==> src/rtl/irq_mask_pkg.sv <==
package irq_mask_pkg;

    localparam int REG_ADDR_W = 12;
    localparam int REG_DATA_W = 32;

    localparam logic [31:0] OFS_CAUSE = 32'h0000_0800;
    localparam logic [31:0] OFS_MSET  = 32'h0000_0880;
    localparam logic [31:0] OFS_MCLR  = 32'h0000_0888;

    // Live sources: 15:0 queues, 20 link, 22 mgmt, 27:24 pins, 28..30 errors/timer
    localparam logic [31:0] LIVE_BITS = 32'h7F50_FFFF;

    typedef enum logic [1:0] {
        SEL_NONE,
        SEL_CAUSE,
        SEL_MSET,
        SEL_MCLR
    } reg_sel_e;

    typedef struct packed {
        logic cause_w1c;
        logic mask_set;
        logic mask_clr;
    } wr_strobe_t;

    function automatic reg_sel_e decode_ofs(input logic [31:0] ofs);
        if (ofs == OFS_CAUSE)     return SEL_CAUSE;
        else if (ofs == OFS_MSET) return SEL_MSET;
        else if (ofs == OFS_MCLR) return SEL_MCLR;
        else                      return SEL_NONE;
    endfunction

endpackage

==> src/rtl/irq_reg_decode.sv <==
module irq_reg_decode
    import irq_mask_pkg::*;
#(
    parameter int ADDR_W = REG_ADDR_W
) (
    input  logic [ADDR_W-1:0] addr,
    input  logic              wr,
    input  logic              rd,
    output wr_strobe_t        stb,
    output reg_sel_e          rd_sel
);
    reg_sel_e sel;

    always_comb begin
        sel           = decode_ofs(32'(addr));
        stb.cause_w1c = wr && (sel == SEL_CAUSE);
        stb.mask_set  = wr && (sel == SEL_MSET);
        stb.mask_clr  = wr && (sel == SEL_MCLR);
        rd_sel        = rd ? sel : SEL_NONE;
    end
endmodule

==> src/rtl/irq_mask_bank.sv <==
module irq_mask_bank #(
    parameter int                DATA_W = 32,
    parameter logic [DATA_W-1:0] LIVE   = '1
) (
    input  logic              clk,
    input  logic              rst,
    input  logic              set_stb,
    input  logic              clr_stb,
    input  logic [DATA_W-1:0] wdata,
    output logic [DATA_W-1:0] mask_q
);
    for (genvar i = 0; i < DATA_W; i++) begin : g_bit
        if (LIVE[i]) begin : g_live
            logic bit_q;
            always_ff @(posedge clk) begin
                if (rst)                      bit_q <= 1'b0;
                else if (clr_stb && wdata[i]) bit_q <= 1'b0;
                else if (set_stb && wdata[i]) bit_q <= 1'b1;
            end
            assign mask_q[i] = bit_q;
        end else begin : g_rsvd
            assign mask_q[i] = 1'b0;
        end
    end

    assert_mask_set_R1: assert property (@(posedge clk) disable iff (rst)
        (set_stb && !clr_stb) |=> ((mask_q & $past(wdata & LIVE)) == $past(wdata & LIVE)));

    assert_mask_hold_R1: assert property (@(posedge clk) disable iff (rst)
        (!set_stb && !clr_stb) |=> $stable(mask_q));

    assert_mask_clr_R2: assert property (@(posedge clk) disable iff (rst)
        clr_stb |=> ((mask_q & $past(wdata)) == '0));
endmodule

==> src/rtl/irq_cause_bank.sv <==
module irq_cause_bank #(
    parameter int                DATA_W = 32,
    parameter logic [DATA_W-1:0] LIVE   = '1
) (
    input  logic              clk,
    input  logic              rst,
    input  logic              w1c_stb,
    input  logic [DATA_W-1:0] wdata,
    input  logic [DATA_W-1:0] evt,
    output logic [DATA_W-1:0] cause_q
);
    for (genvar i = 0; i < DATA_W; i++) begin : g_bit
        if (LIVE[i]) begin : g_live
            logic bit_q;
            always_ff @(posedge clk) begin
                if (rst)                      bit_q <= 1'b0;
                else if (evt[i])              bit_q <= 1'b1;
                else if (w1c_stb && wdata[i]) bit_q <= 1'b0;
            end
            assign cause_q[i] = bit_q;
        end else begin : g_rsvd
            assign cause_q[i] = 1'b0;
        end
    end

    assert_evt_wins_R7: assert property (@(posedge clk) disable iff (rst)
        (evt != '0) |=> ((cause_q & $past(evt & LIVE)) == $past(evt & LIVE)));

    assert_cause_clr_R6: assert property (@(posedge clk) disable iff (rst)
        (w1c_stb && evt == '0) |=> ((cause_q & $past(wdata)) == '0));

    assert_cause_hold_R6: assert property (@(posedge clk) disable iff (rst)
        (!w1c_stb && evt == '0) |=> $stable(cause_q));
endmodule

==> src/rtl/irq_level_out.sv <==
module irq_level_out #(
    parameter int DATA_W = 32
) (
    input  logic              clk,
    input  logic              rst,
    input  logic [DATA_W-1:0] mask,
    input  logic [DATA_W-1:0] cause,
    input  logic              allow,
    output logic              irq
);
    logic hit;
    assign hit = |(mask & cause);

    always_ff @(posedge clk) begin
        if (rst) irq <= 1'b0;
        else     irq <= hit && allow;
    end

    assert_irq_needs_hit_R8: assert property (@(posedge clk) disable iff (rst)
        irq |-> ($past(mask & cause) != '0));

    assert_irq_gate_R9: assert property (@(posedge clk) disable iff (rst)
        !allow |=> !irq);
endmodule

==> src/rtl/irq_mask_ctrl.sv <==
module irq_mask_ctrl
    import irq_mask_pkg::*;
#(
    parameter int                ADDR_W     = REG_ADDR_W,
    parameter int                DATA_W     = REG_DATA_W,
    parameter logic [DATA_W-1:0] LIVE_MASK  = DATA_W'(LIVE_BITS)
) (
    input  logic              clk,
    input  logic              rst,
    input  logic [ADDR_W-1:0] reg_addr,
    input  logic              reg_wr,
    input  logic [DATA_W-1:0] reg_wdata,
    input  logic              reg_rd,
    output logic [DATA_W-1:0] reg_rdata,
    input  logic [DATA_W-1:0] evt_pulse,
    input  logic              irq_allow,
    output logic              irq_out
);
    wr_strobe_t        stb;
    reg_sel_e          rd_sel;
    logic [DATA_W-1:0] mask_q;
    logic [DATA_W-1:0] cause_q;

    irq_reg_decode #(.ADDR_W(ADDR_W)) u_dec (
        .addr   (reg_addr),
        .wr     (reg_wr),
        .rd     (reg_rd),
        .stb    (stb),
        .rd_sel (rd_sel)
    );

    irq_mask_bank #(.DATA_W(DATA_W), .LIVE(LIVE_MASK)) u_mask (
        .clk     (clk),
        .rst     (rst),
        .set_stb (stb.mask_set),
        .clr_stb (stb.mask_clr),
        .wdata   (reg_wdata),
        .mask_q  (mask_q)
    );

    irq_cause_bank #(.DATA_W(DATA_W), .LIVE(LIVE_MASK)) u_cause (
        .clk     (clk),
        .rst     (rst),
        .w1c_stb (stb.cause_w1c),
        .wdata   (reg_wdata),
        .evt     (evt_pulse),
        .cause_q (cause_q)
    );

    irq_level_out #(.DATA_W(DATA_W)) u_out (
        .clk   (clk),
        .rst   (rst),
        .mask  (mask_q),
        .cause (cause_q),
        .allow (irq_allow),
        .irq   (irq_out)
    );

    always_comb begin
        unique case (rd_sel)
            SEL_CAUSE: reg_rdata = cause_q;
            SEL_MSET:  reg_rdata = mask_q;
            default:   reg_rdata = '0;
        endcase
    end

    assert_rdata_rsvd_R5: assert property (@(posedge clk) disable iff (rst)
        (reg_rdata & ~LIVE_MASK) == '0);

    assert_rdata_idle_R3: assert property (@(posedge clk) disable iff (rst)
        !reg_rd |-> (reg_rdata == '0));

    assert_reset_clear_R4: assert property (@(posedge clk)
        rst |=> (!irq_out && mask_q == '0 && cause_q == '0));
endmodule

==> config.mk <==
export PLATFORM = sky130hd
export DESIGN_NAME = irq_mask_ctrl
export DESIGN_NICKNAME = d
export VERILOG_FILES = /design/src/rtl/irq_mask_pkg.sv /design/src/rtl/irq_reg_decode.sv /design/src/rtl/irq_mask_bank.sv /design/src/rtl/irq_cause_bank.sv /design/src/rtl/irq_level_out.sv /design/src/rtl/irq_mask_ctrl.sv
export SDC_FILE = /design/constraint.sdc
export NUM_CORES = 1
export LEC_CHECK = 0
export CAP_MARGIN = 25
export CORE_AREA = 2 2 92 94
export CTS_BUF_LIST = sky130_fd_sc_hd__clkbuf_4 sky130_fd_sc_hd__clkbuf_8
export CTS_CLUSTER_DIAMETER = 40
export DETAILED_ROUTE_END_ITERATION = 8
export DIE_AREA = 0 0 94 96
export PLACE_DENSITY_LB_ADDON = 0.05
export SETUP_SLACK_MARGIN = 0.05
export SLEW_MARGIN = 20
export SYNTH_ARGS = -nofsm -noshare
export SYNTH_HDL_FRONTEND = slang
export SYNTH_HIERARCHICAL = 1
export SYNTH_SLANG_ARGS = --single-unit
==> constraint.sdc <==
create_clock -name clk -period 2 [get_ports clk]
set_input_delay 0.4 -clock clk [delete_from_list [all_inputs] [get_ports clk]]
set_output_delay 0.4 -clock clk [all_outputs]
set_load 0.01 [all_outputs]
* Word level (Yosys, flattened, before mapping)
Cells that the tools add are included.
Word-level totals: word-level logic and storage cells 245, register bits 51, input port bits 81
Operators by class: multiplexer cells 55, reduce and logical (&&, ||, !) cells 130, equality and inequality tests 8, bitwise gates (word level) 1
Operator list (number):
- $logic_and A1 B1 Y1 | 79
- $pmux W31 S2 | 1
- $mux W1 | 50
- $reduce_bool A2 Y1 | 25
- $reduce_or A2 Y1 | 25
- $eq A12 B12 Y1 const B | 3
- $reduce_or A32 Y1 | 1
- $and A31 B31 Y31 | 1
- $mux W2 | 4
- $eq A2 B2 Y1 const B | 3
- $eq A2 B1 Y1 const B | 2

* Longest topological paths before layout
depth in word-level cells 9, depth in mapped cells 8

* By module
The synthesis kept the hierarchy.
Modules (own cells, without submodules):
- irq_cause_bank | area each 1350.0 um^2, cells each 139, instances 1
- irq_mask_bank | area each 1256.2 um^2, cells each 117, instances 1
- irq_mask_ctrl | area each 489.2 um^2, cells each 77, instances 1
- irq_level_out | area each 183.9 um^2, cells each 23, instances 1
- irq_reg_decode | area each 95.1 um^2, cells each 16, instances 1

* Worst setup path before layout
Ideal clock, no wire load.
kind input to output, from input reg_addr[4], to output reg_rdata[22], cell stages on the path 7, required time 1.600 ns, arrival 1.704 ns, slack -0.104 ns, cell sequence nor4b_2 -> nand2_1 -> nor2_1 -> inv_1 -> ha_1 -> clkbuf_1 -> nor2_1
Between the ends: longest elaborated chain between the ends 7
Ends and longest elaborated chain:
- start: declaration | RTL line irq_mask_ctrl.sv:10 | input logic [ADDR_W-1:0] reg_addr,
- $eq A12 B12 Y1 | RTL line irq_mask_pkg.sv:29 | else if (ofs == OFS_MCLR) return SEL_MCLR;
- $mux W2 | RTL line irq_mask_pkg.sv:29
- $mux W2 | RTL line irq_mask_pkg.sv:28 | else if (ofs == OFS_MSET) return SEL_MSET;
- $mux W2 (*) | RTL line irq_mask_pkg.sv:27 | if (ofs == OFS_CAUSE) return SEL_CAUSE;
- $mux W2 (*) | RTL line irq_reg_decode.sv:19 | rd_sel = rd ? sel : SEL_NONE;
- net rd_sel[0] | RTL line irq_mask_ctrl.sv:20 | reg_sel_e rd_sel;
- $eq A2 B2 Y1 / $eq A2 B1 Y1 (equally long branches) | RTL line irq_mask_ctrl.sv:60 | unique case (rd_sel)
- $pmux W31 S2 (*) | RTL line irq_mask_ctrl.sv:60
- end: declaration | RTL line irq_mask_ctrl.sv:14 | output logic [DATA_W-1:0] reg_rdata,
Mark *: on every way through the listed nets, which the timed path passes. The rest lies on a longest branch.

* Final worst setup path
from input reg_addr[10], to output reg_rdata[11]
The elaborated chain is that of the path after synthesis.

==> impl_results.md <==
- Status: finished, violations left
- Failing checks: setup timing
- GRT Total Usage: 0.213
- Main flop type after synthesis: dfxtp_1
- Setup violators final: 25
- Sw Ratio: 0.269
- Synth top cells by count: buf_4, nor2_1, dfxtp_1, a22oi_1, inv_1
- Syn_area_per_cell: 9.07 µm²
- Hold path startpoint: rst
- ANT cells: 0
- Setup_tns: -6.96 ns
- Worst Skew: 0.0119 ns
- Cell taking the most area after synthesis: dfxtp_1
- Area contributors post-synth: dfxtp_1, buf_4, a22oi_1
- Largest net degree at the start of global routing: 25
- Die Span Y: 96 µm
- Share of layout cells above drive strength 1: 0.503
- Final period util: 1.16
- Worst slack at placement: -1.15 ns
- Critical path class: in2out
- Clock power share: 0.299
- R2R Setup Slk: 0.48 ns
- CTS tree: done
- Yosys warns: 6
- Post-synthesis instance total: 372
- Count leader, synth: buf_4
- Crit-path slowest cell: nor4b_4
- Cell Area, Placed: 4270 µm²
- Critical Path AT: 1.92 ns
- Ports: 114
- Max cap viols: 0
- Worst setup margin: -0.315 ns
- Worst hold path class: in2reg
- Placed cells: 510
- Critical Path RT: 1.60 ns
- Max-slew violations: 0
- Final Hold Viols: 0
- Combinational power share: 0.164
- Synth top area share: 0.303
- Sequential Power Share: 0.537
- Met3 wire len: 320 µm
- Iter 0 DRT Violations: 47
- Top Metal Used: met4
- Pint: 0.00148 W
- Leakage Power: 1.70 nW
- Crit Path Max Fanout: 4
- Max frequency: 0.432 GHz
- Power Dens Cells: 406 nW/µm²
- Distinct cells, synth: 26
- # clock sinks: 51
- Starting density of the core: 0.419
- Worst R2R End: u_out/irq$_SDFF_PP0_
- Hold Buf Count CTS: 0
- Register area share after synthesis: 0.303
- Total Die Area: 9020 µm²
- Core Footprint: 8050 µm²
- Delay-heaviest family, CP: simple AND/OR/NAND/NOR gates
- Multi-input logic area: 2070 µm²
- Post-synthesis async set-or-reset flop share: 0
- DRT Pass-1 Iters: 4
- First-pass GRT wire length: 14.8 mm
- Vias in the first global route: 2,901
- FF-to-FF Start: u_mask/g_bit[7].g_live.bit_q$_SDFFE_PP0P_
- Max stage delay on crit path: 0.27 ns
- CP startpoint kind: input pin
- NumNets Final: 529
- EDFF count, synth: 0
- Worst Hold Depth: 2
- Initial antenna violation count: 0
- Clock Tree Buf Depth: 2
- Cell Rows: 33
- Psw: 0.000546 W
- M1 WL: 4.68 mm
- Fill cells: 688
- Cells on worst reg2reg path: 4
- Crit-path cells: buf_6 -> nor4b_4 -> nand2_2 -> nor2_4 -> inv_2 -> ha_4 -> buf_12 -> buf_16 -> a22oi_2 -> nor2_4 -> buf_6
- Clk Latency, worst-skew pair: 0.31 ns
- HPWL Detailed: 6.03 mm
- Clk root buf: clkbuf_8
- CTS Buf Count: 5
- Via count: 2,957
- Via-to-Cell Ratio: 5.36
- H-tree levels: 2
- Crit end category: output pin
- Total grt overflow: 0
- IO Port Bufs: 92
- WL final: 9.99 mm
- Total power: 0.00203 W
- Non-filler cells, final: 552
- Met2 WL: 4.92 mm
- Layout area overhead: 47.9%
- #FFs+latches synth: 51
- DRT antenna net count: 0
- Register area: 1020 µm²
- Fin area: 4990 µm²
- Tmin final: 2.32 ns
- Clock slew at reported path FFs: 0.10 ns
- Residual DRC count: 0
- Final GP Congestion: 0.799
- Die Wd: 94 µm
- DR WL/cell: 18.1 µm
- CP Buf/Inv Count: 5
- VDD IR max: 265 µV
- WHS Endpoint: u_mask/g_bit[28].g_live.bit_q$_SDFFE_PP0P_
- RSZ-0062 raised after global routing: true
- Cell area after synthesis: 3370 µm²
per-layer routing:
layer | global-route usage | up-vias
met5 | 0 | -
met3 | 0.0321 | 4
li1 | - | 1416
met2 | 0.374 | 65
met1 | 0.278 | 1472
met4 | 0.0471 | 0
what timing repair did:
item | CTS | global route
cloned | 3 | 4
pin swaps | 53 | 22
setup buffers | 26 | 9
setup endpoints to repair | 25 | 75
resized for setup | 194 | 30
worst max path at each step:
stage	startpoint	end	slack [ns]	depth (start not counted)
floorplan	reg_addr[4]	reg_rdata[24]	0.04	8
global placement	reg_addr[9]	reg_rdata[7]	-1.15	8
detailed placement	reg_addr[9]	reg_rdata[0]	-1.15	8
CTS	reg_addr[10]	reg_rdata[9]	-0.29	11
global route	reg_addr[10]	reg_rdata[11]	-0.39	11
finish	reg_addr[10]	reg_rdata[11]	-0.32	11
cells in the final DEF, fill, tap and decap left out, types with 14 or more instances in the layout:
cell | netlist | final
a311oi_2 | 21 | 24
conb_1 | 2 | 14
nor2_4 | 0 | 21
clkdlybuf4s50_1 | 0 | 53
a22oi_2 | 4 | 27
a22oi_1 | 44 | 21
nor2_1 | 63 | 33
buf_6 | 19 | 32
a211oi_2 | 21 | 22
dfxtp_1 | 51 | 51
inv_1 | 27 | 25
buf_4 | 66 | 18
stage by stage:
| stage | hold slack [ns] | utilization |
|---|---|---|
| detailed placement | 0.520 | 0.530 |
| CTS | 0.533 | 0.593 |
| floorplan | 0.470 | - |
| global route | 0.534 | 0.620 |
| finish | 0.521 | 0.620 |
| global placement | 0.509 | 0.530 |
power groups by stage:
| stage | clock [W] | combinational, W | sequential, W |
|---|---|---|---|
| global placement | 0 | 0.000304 | 0.00111 |
| floorplan | 0 | 0.000199 | 0.00109 |
| global route | 0.000654 | 0.000359 | 0.00109 |
| CTS | 0.000621 | 0.000324 | 0.00109 |
| finish | 0.000605 | 0.000332 | 0.00109 |
| detailed placement | 0 | 0.000309 | 0.00111 |
cell type report:
cell class	instances	area share
Multi-Input combinational cell	218	0.414
Timing Repair Buffer	143	0.317
Inverter	27	0.0203
Clock buffer	5	0.0138
Clock inverter	3	0.00401
Tap cell	105	0.0263
Sequential cell	51	0.205
cells by family (layout without fill, tap and decap cells):
logic type	count (synthesis)	in the layout	share of synthesized area
simple gates	78	78	0.100
buf+inv	115	178	0.244
fa+ha+maj	2	2	0.00741
compound gates	123	123	0.340
xor+xnor	1	1	0.00260
other cells	2	14	0.00223
flops	51	51	0.303
registers in the layout, summed over array words and instances (netlist names):
register,cells
u_cause/g_bit.g_live.bit_q,25
u_mask/g_bit.g_live.bit_q,25
u_out/irq,1
Power figures use the tool's default switching activity.
